### config.mk
export PLATFORM = sky130hd
export DESIGN_NAME = ep_halt_tracker
export DESIGN_NICKNAME = d
export VERILOG_FILES = /design/src/rtl/ep_halt_pkg.sv /design/src/rtl/ep_halt_slot.sv /design/src/rtl/ep_halt_mask.sv /design/src/rtl/ep_halt_pack.sv /design/src/rtl/ep_halt_tracker.sv
export SDC_FILE = /design/constraint.sdc
export NUM_CORES = 1
export LEC_CHECK = 0
export ABC_AREA = 1
export BUFFER_PORTS_ARGS = -buffer_cell sky130_fd_sc_hd__buf_4
export CAP_MARGIN = 20
export CORE_AREA = 2 2 39 41
export CTS_BUF_LIST = sky130_fd_sc_hd__clkbuf_16
export CTS_CLUSTER_DIAMETER = 60
export DETAILED_ROUTE_END_ITERATION = 10
export DIE_AREA = 0 0 41 43
export PLACE_DENSITY = 0.74
export SLEW_MARGIN = 20
export SYNTH_ARGS = -nofsm -noshare
export SYNTH_HDL_FRONTEND = slang
export SYNTH_SLANG_ARGS = --single-unit
### constraint.sdc
create_clock -name clk -period 1.55 [get_ports clk]
set_clock_uncertainty 0.05 [all_clocks]
set_input_delay 0.0775 -clock clk [delete_from_list [all_inputs] [get_ports clk]]
set_output_delay 0.0775 -clock clk [all_outputs]
set_load 0.01 [all_outputs]
### src/rtl/ep_halt_pkg.sv
`timescale 1ns/1ps
// Shared encodings and state types for the endpoint halt tracker.
package ep_halt_pkg;

    // Standard request codes delivered by the control decoder.
    typedef enum logic [2:0] {
        REQ_NONE     = 3'd0,
        REQ_SET_FEAT = 3'd1,
        REQ_CLR_FEAT = 3'd2,
        REQ_GET_STAT = 3'd3,
        REQ_SET_INTF = 3'd4,
        REQ_SET_CONF = 3'd5
    } req_code_e;

    // Two independent halt causes held per endpoint.
    typedef struct packed {
        logic feat;   // halt feature, only an explicit clear removes it
        logic proto;  // protocol stall (overrun / undefined request)
    } slot_state_t;

endpackage

### src/rtl/ep_halt_slot.sv
`timescale 1ns/1ps
// One endpoint's halt flags. A set wins over any clear in the same cycle.
module ep_halt_slot
    import ep_halt_pkg::*;
#(
    parameter bit IS_CTRL = 1'b0
) (
    input  logic clk,
    input  logic rst,
    input  logic stall_set,   // protocol stall event for this endpoint
    input  logic feat_set,    // accepted SET_FEATURE to this endpoint
    input  logic clr_req,     // explicit clear of both causes
    input  logic setup_seen,  // SETUP token, only the control endpoint uses it
    output logic feat_o,
    output logic proto_o
);

    slot_state_t st_d, st_q;

    always_comb begin
        st_d = st_q;
        if (clr_req) begin
            st_d.feat  = 1'b0;
            st_d.proto = 1'b0;
        end
        if (IS_CTRL && setup_seen) begin
            st_d.proto = 1'b0;
        end
        if (feat_set) begin
            st_d.feat = 1'b1;
        end
        if (stall_set) begin
            st_d.proto = 1'b1;
        end
    end

    always_ff @(posedge clk) begin
        if (rst) begin
            st_q <= '0;
        end else begin
            st_q <= st_d;
        end
    end

    assign feat_o  = st_q.feat;
    assign proto_o = st_q.proto;

endmodule

### src/rtl/ep_halt_mask.sv
`timescale 1ns/1ps
// Hides the endpoint-0 halt bit from an arming event until the next SETUP.
module ep_halt_mask (
    input  logic clk,
    input  logic rst,
    input  logic arm,
    input  logic setup_seen,
    output logic hidden_o
);

    logic hide_d, hide_q;

    always_comb begin
        hide_d = hide_q;
        if (setup_seen) begin
            hide_d = 1'b0;
        end
        if (arm) begin
            hide_d = 1'b1;
        end
    end

    always_ff @(posedge clk) begin
        if (rst) begin
            hide_q <= 1'b0;
        end else begin
            hide_q <= hide_d;
        end
    end

    assign hidden_o = hide_q;

endmodule

### src/rtl/ep_halt_pack.sv
`timescale 1ns/1ps
// Builds the status word from the per-endpoint flags and the view gates.
module ep_halt_pack #(
    parameter int NUM_EP = 3,
    parameter int REG_W  = 8
) (
    input  logic [NUM_EP-1:0] feat_i,
    input  logic [NUM_EP-1:0] proto_i,
    input  logic              ep0_hidden,
    input  logic [NUM_EP-2:0] ep_en,
    output logic [REG_W-1:0]  status_o
);

    for (genvar i = 0; i < REG_W; i++) begin : g_bit
        if (i == 0) begin : g_ctrl
            assign status_o[i] = (feat_i[0] | proto_i[0]) & ~ep0_hidden;
        end else if (i < NUM_EP) begin : g_data
            assign status_o[i] = (feat_i[i] | proto_i[i]) & ep_en[i-1];
        end else begin : g_pad
            assign status_o[i] = 1'b0;
        end
    end

endmodule

### src/rtl/ep_halt_tracker.sv
`timescale 1ns/1ps
// Top: decodes control events into per-endpoint set/clear strobes.
module ep_halt_tracker
    import ep_halt_pkg::*;
#(
    parameter int NUM_EP = 3,
    parameter int REG_W  = 8,
    localparam int EPW   = (NUM_EP > 2) ? $clog2(NUM_EP) : 1
) (
    input  logic              clk,
    input  logic              rst,
    input  logic              setup_tok,
    input  logic              undef_req,
    input  logic              ovr_ev,
    input  logic [EPW-1:0]    ovr_ep,
    input  logic              req_valid,
    input  logic [2:0]        req_code,
    input  logic [EPW-1:0]    req_ep,
    input  logic              req_ok,
    input  logic [NUM_EP-2:0] req_tgt_mask,
    input  logic [NUM_EP-1:0] fw_clr_mask,
    input  logic              fw_dec_ev,
    input  logic [NUM_EP-2:0] ep_en,
    output logic [REG_W-1:0]  halt_status,
    output logic              send_stall
);

    req_code_e         code;
    logic              accepted;
    logic              setting_change;
    logic [NUM_EP-1:0] tgt_full;
    logic [NUM_EP-1:0] stall_set;
    logic [NUM_EP-1:0] feat_set;
    logic [NUM_EP-1:0] clr_req;
    logic [NUM_EP-1:0] feat_q;
    logic [NUM_EP-1:0] proto_q;
    logic              hide_arm;
    logic              ep0_hidden;

    assign code           = req_code_e'(req_code);
    assign accepted       = req_valid && req_ok;
    assign setting_change = accepted &&
                            (code == REQ_SET_INTF || code == REQ_SET_CONF);
    // Endpoint 0 never appears in the setting-change target set.
    assign tgt_full       = {req_tgt_mask, 1'b0};

    always_comb begin
        for (int i = 0; i < NUM_EP; i++) begin
            stall_set[i] = (ovr_ev && (ovr_ep == EPW'(i))) ||
                           ((i == 0) && undef_req);
            feat_set[i]  = accepted && (req_ep == EPW'(i)) &&
                           (code == REQ_SET_FEAT);
            clr_req[i]   = (accepted && (req_ep == EPW'(i)) &&
                            (code == REQ_CLR_FEAT)) ||
                           fw_clr_mask[i] ||
                           (setting_change && tgt_full[i]);
        end
    end

    // Halt-related requests to endpoint 0 hide its bit whether or not accepted.
    assign hide_arm = fw_dec_ev ||
                      (req_valid && (req_ep == '0) &&
                       (code == REQ_SET_FEAT || code == REQ_CLR_FEAT ||
                        code == REQ_GET_STAT));

    for (genvar e = 0; e < NUM_EP; e++) begin : g_slot
        ep_halt_slot #(
            .IS_CTRL (e == 0)
        ) u_slot (
            .clk        (clk),
            .rst        (rst),
            .stall_set  (stall_set[e]),
            .feat_set   (feat_set[e]),
            .clr_req    (clr_req[e]),
            .setup_seen (setup_tok),
            .feat_o     (feat_q[e]),
            .proto_o    (proto_q[e])
        );
    end

    ep_halt_mask u_mask (
        .clk        (clk),
        .rst        (rst),
        .arm        (hide_arm),
        .setup_seen (setup_tok),
        .hidden_o   (ep0_hidden)
    );

    ep_halt_pack #(
        .NUM_EP (NUM_EP),
        .REG_W  (REG_W)
    ) u_pack (
        .feat_i     (feat_q),
        .proto_i    (proto_q),
        .ep0_hidden (ep0_hidden),
        .ep_en      (ep_en),
        .status_o   (halt_status)
    );

    assign send_stall = proto_q[0];

endmodule

==> impl_metrics.env <==
export IMPL_status="complete, no violations"
export IMPL_drt_iter0_markers=5
export IMPL_drtPass1Iterations=3
export IMPL_seq_area_um2=140
export IMPL_clockRootBuffer="clkbuf_16"
export IMPL_stdcell_count=110
export IMPL_switching_power_uw=148
export IMPL_fin_crit_sh_pct=63.2
export IMPL_worstPathArrival_ns=0.85
export IMPL_grt_pass1_wl_mm=1.75
export IMPL_gr_total_overflow=0
export IMPL_fmax_mhz=1020
export IMPL_multi_input_area_um2=229
export IMPL_cts_max_level=1
export IMPL_synth_area_um2=433
export IMPL_vias_per_cell=4.54
export IMPL_fin_crit_ns=0.980
export IMPL_place_inst=106
export IMPL_ys_seq_elements=7
export IMPL_fp_dieW_um=41
export IMPL_fp_dieH_um=43
export IMPL_pre_cts_ws_ns=0.641
export IMPL_std_cell_rows=14
export IMPL_drc=0
export IMPL_pin_count=31
export IMPL_power_frac_seq_pct=26.3
export IMPL_cts_tree="done"
export IMPL_synth_distinct_cells=15
export IMPL_place_port_buffers=25
export IMPL_n_antenna_cell=0
export IMPL_clock_path_buffers=2
export IMPL_gp_congestion=0.749
export IMPL_hold_violations=0
export IMPL_setup_ws_ns=0.570
export IMPL_crit_type="reg2out"
export IMPL_ir_drop_uv=717
export IMPL_clk_latency_ns=0.23
export IMPL_hold_path_class="in2reg"
export IMPL_grtUsageTotal_pct=15.0
export IMPL_holdBufCountCts=0
export IMPL_setup_viol=0
export IMPL_grt_pass1_vias=478
export IMPL_ys_seq_area_share_pct=32.4
export IMPL_cp_max_fo=2
export IMPL_pwr_share_clk_pct=60.6
export IMPL_dieArea_um2=1760
export IMPL_num_vias=499
export IMPL_yosysWarnings=0
export IMPL_core_um2=1380
export IMPL_slew_violations=0
export IMPL_tns_ns=0
export IMPL_fin_nets=117
export IMPL_cts_buffers=3
export IMPL_hpwl_um=834
export IMPL_cts_setup_buffers=0
export IMPL_wl_um=991
export IMPL_cap_viol_max_count=0
export IMPL_cp_start_kind="flip-flop"
export IMPL_wl_per_cell_um=9.01
export IMPL_sw_frac_of_total_pct=20.4
export IMPL_ant_nets=0
export IMPL_required_ns=1.42
export IMPL_clk_transition_reported_paths_ns=0.04
export IMPL_crit_path_end_kind="output pin"
export IMPL_avgSynthCellArea_um2=6.56
export IMPL_syn_inst=66
export IMPL_pwr_share_comb_pct=13.1
export IMPL_fill_cells=153
export IMPL_cts_sinks=7
export IMPL_grt_antenna_before_repair=0
export IMPL_drive_gt1_share_pct=30.9
export IMPL_start_util_pct=31.3
export IMPL_grt_max_degree=8
export IMPL_rsz0062_at_grt="false"
export IMPL_leakage_nw=0.350
export IMPL_cts_resized=0
export IMPL_syn2layout_area_growth_pct=61.0
export IMPL_total_power_uw=722
export IMPL_power_internal_uw=575
export IMPL_fin_util_pct=50.4
export IMPL_p_per_area_nw_per_um2=1040
area by class of cell:
class / instances / area share [%]
clock inverters: 1 / 0.539
clock buffers: 3 / 10.8
repair buffers: 25 / 26.9
flip-flops and latches: 7 / 20.1
inverters: 11 / 5.92
well taps: 16 / 2.87
multi-input cells: 47 / 32.9
Yosys cell counts, drive strengths merged:
master / count / area, µm²
inv: 11 / 41.3
nand2: 11 / 41.3
a21oi: 8 / 40.0
dfxtp: 7 / 140
nor2: 7 / 26.3
buf: 5 / 37.5
nand3: 5 / 25.0
nand4: 4 / 25.0
nor3: 2 / 15.0
o21a: 2 / 15.0
a31oi: 1 / 6.26
conb: 1 / 3.75
nand3b: 1 / 7.51
o2111ai: 1 / 8.76
stage by stage:
stage | cell area [µm²] | hold WS [ns]
after floorplan | 448 | 0.0966
after global placement | 618 | 0.247
after detailed placement | 618 | 0.249
after CTS | 697 | 0.00600
after global routing | 697 | 0.0125
final | 697 | 0.00367
state kept, by name (all words and copies together) (netlist names):
name / cells
u_mask.hidden_o: 1
g_slot.u_slot.proto_o: 3
g_slot.u_slot.feat_o: 3
worst max-delay path, stage by stage (launching register included):
cell and delay (ns):
dfxtp_1 0.30, o21a_1 0.18, buf_4 0.14
layer usage:
| metal | vias up | share of wire, % | track usage, % | wire, µm |
|---|---|---|---|---|
| li1 | 262 | - | - | - |
| met1 | 210 | 39 | 15.7 | 389 |
| met2 | 25 | 48 | 23.1 | 473 |
| met3 | 2 | 11 | 7.85 | 110 |
| met4 | 0 | 1.7 | 8.00 | 17 |
| met5 | - | 0 | 0 | 0 |
kinds of logic after synthesis:
logic type             share of synthesized area (%)
flip-flops                                      32.4
AO/OA/AOI/OAI                                   16.2
other                                          0.866
AND/OR/NAND/NOR                                 32.4
buffers and inverters                           18.2
placed cells by master, fill, tap and decap left out, drive strengths merged:
| cell type | Yosys | final |
|---|---|---|
| a21oi | 8 | 8 |
| o2111ai | 1 | 1 |
| nor3 | 2 | 2 |
| nand4 | 4 | 4 |
| o21a | 2 | 2 |
| nand2 | 11 | 11 |
| clkbuf | 0 | 3 |
| buf | 5 | 25 |
| a31oi | 1 | 1 |
| conb | 1 | 5 |
| nand3b | 1 | 1 |
| dfxtp | 7 | 7 |
| nand3 | 5 | 5 |
| nor2 | 7 | 7 |
| inv | 11 | 12 |
final timing paths:
path	startpoint	end	slack [ns]	depth (start not counted)
max	g_slot[1].u_slot.feat_o	halt_status[1]	0.57	2
min	rst	g_slot[1].u_slot.proto_o	0.004	2
max reg2reg	g_slot[0].u_slot.proto_o	g_slot[0].u_slot.proto_o	0.79	3
min reg2reg	g_slot[0].u_slot.feat_o	g_slot[0].u_slot.feat_o	0.43	2
power by group through the flow:
stage | combinational [mW] | clock, mW | sequential [mW]
6_report | 0.0945 | 0.438 | 0.190
5_1_grt | 0.108 | 0.459 | 0.191
4_1_cts | 0.0954 | 0.449 | 0.190
3_5_place_dp | 0.0952 | 0 | 0.193
3_3_place_gp | 0.0934 | 0 | 0.193
2_1_floorplan | 0.0434 | 0 | 0.194
Note: power is estimated with default switching activity, not from simulation.
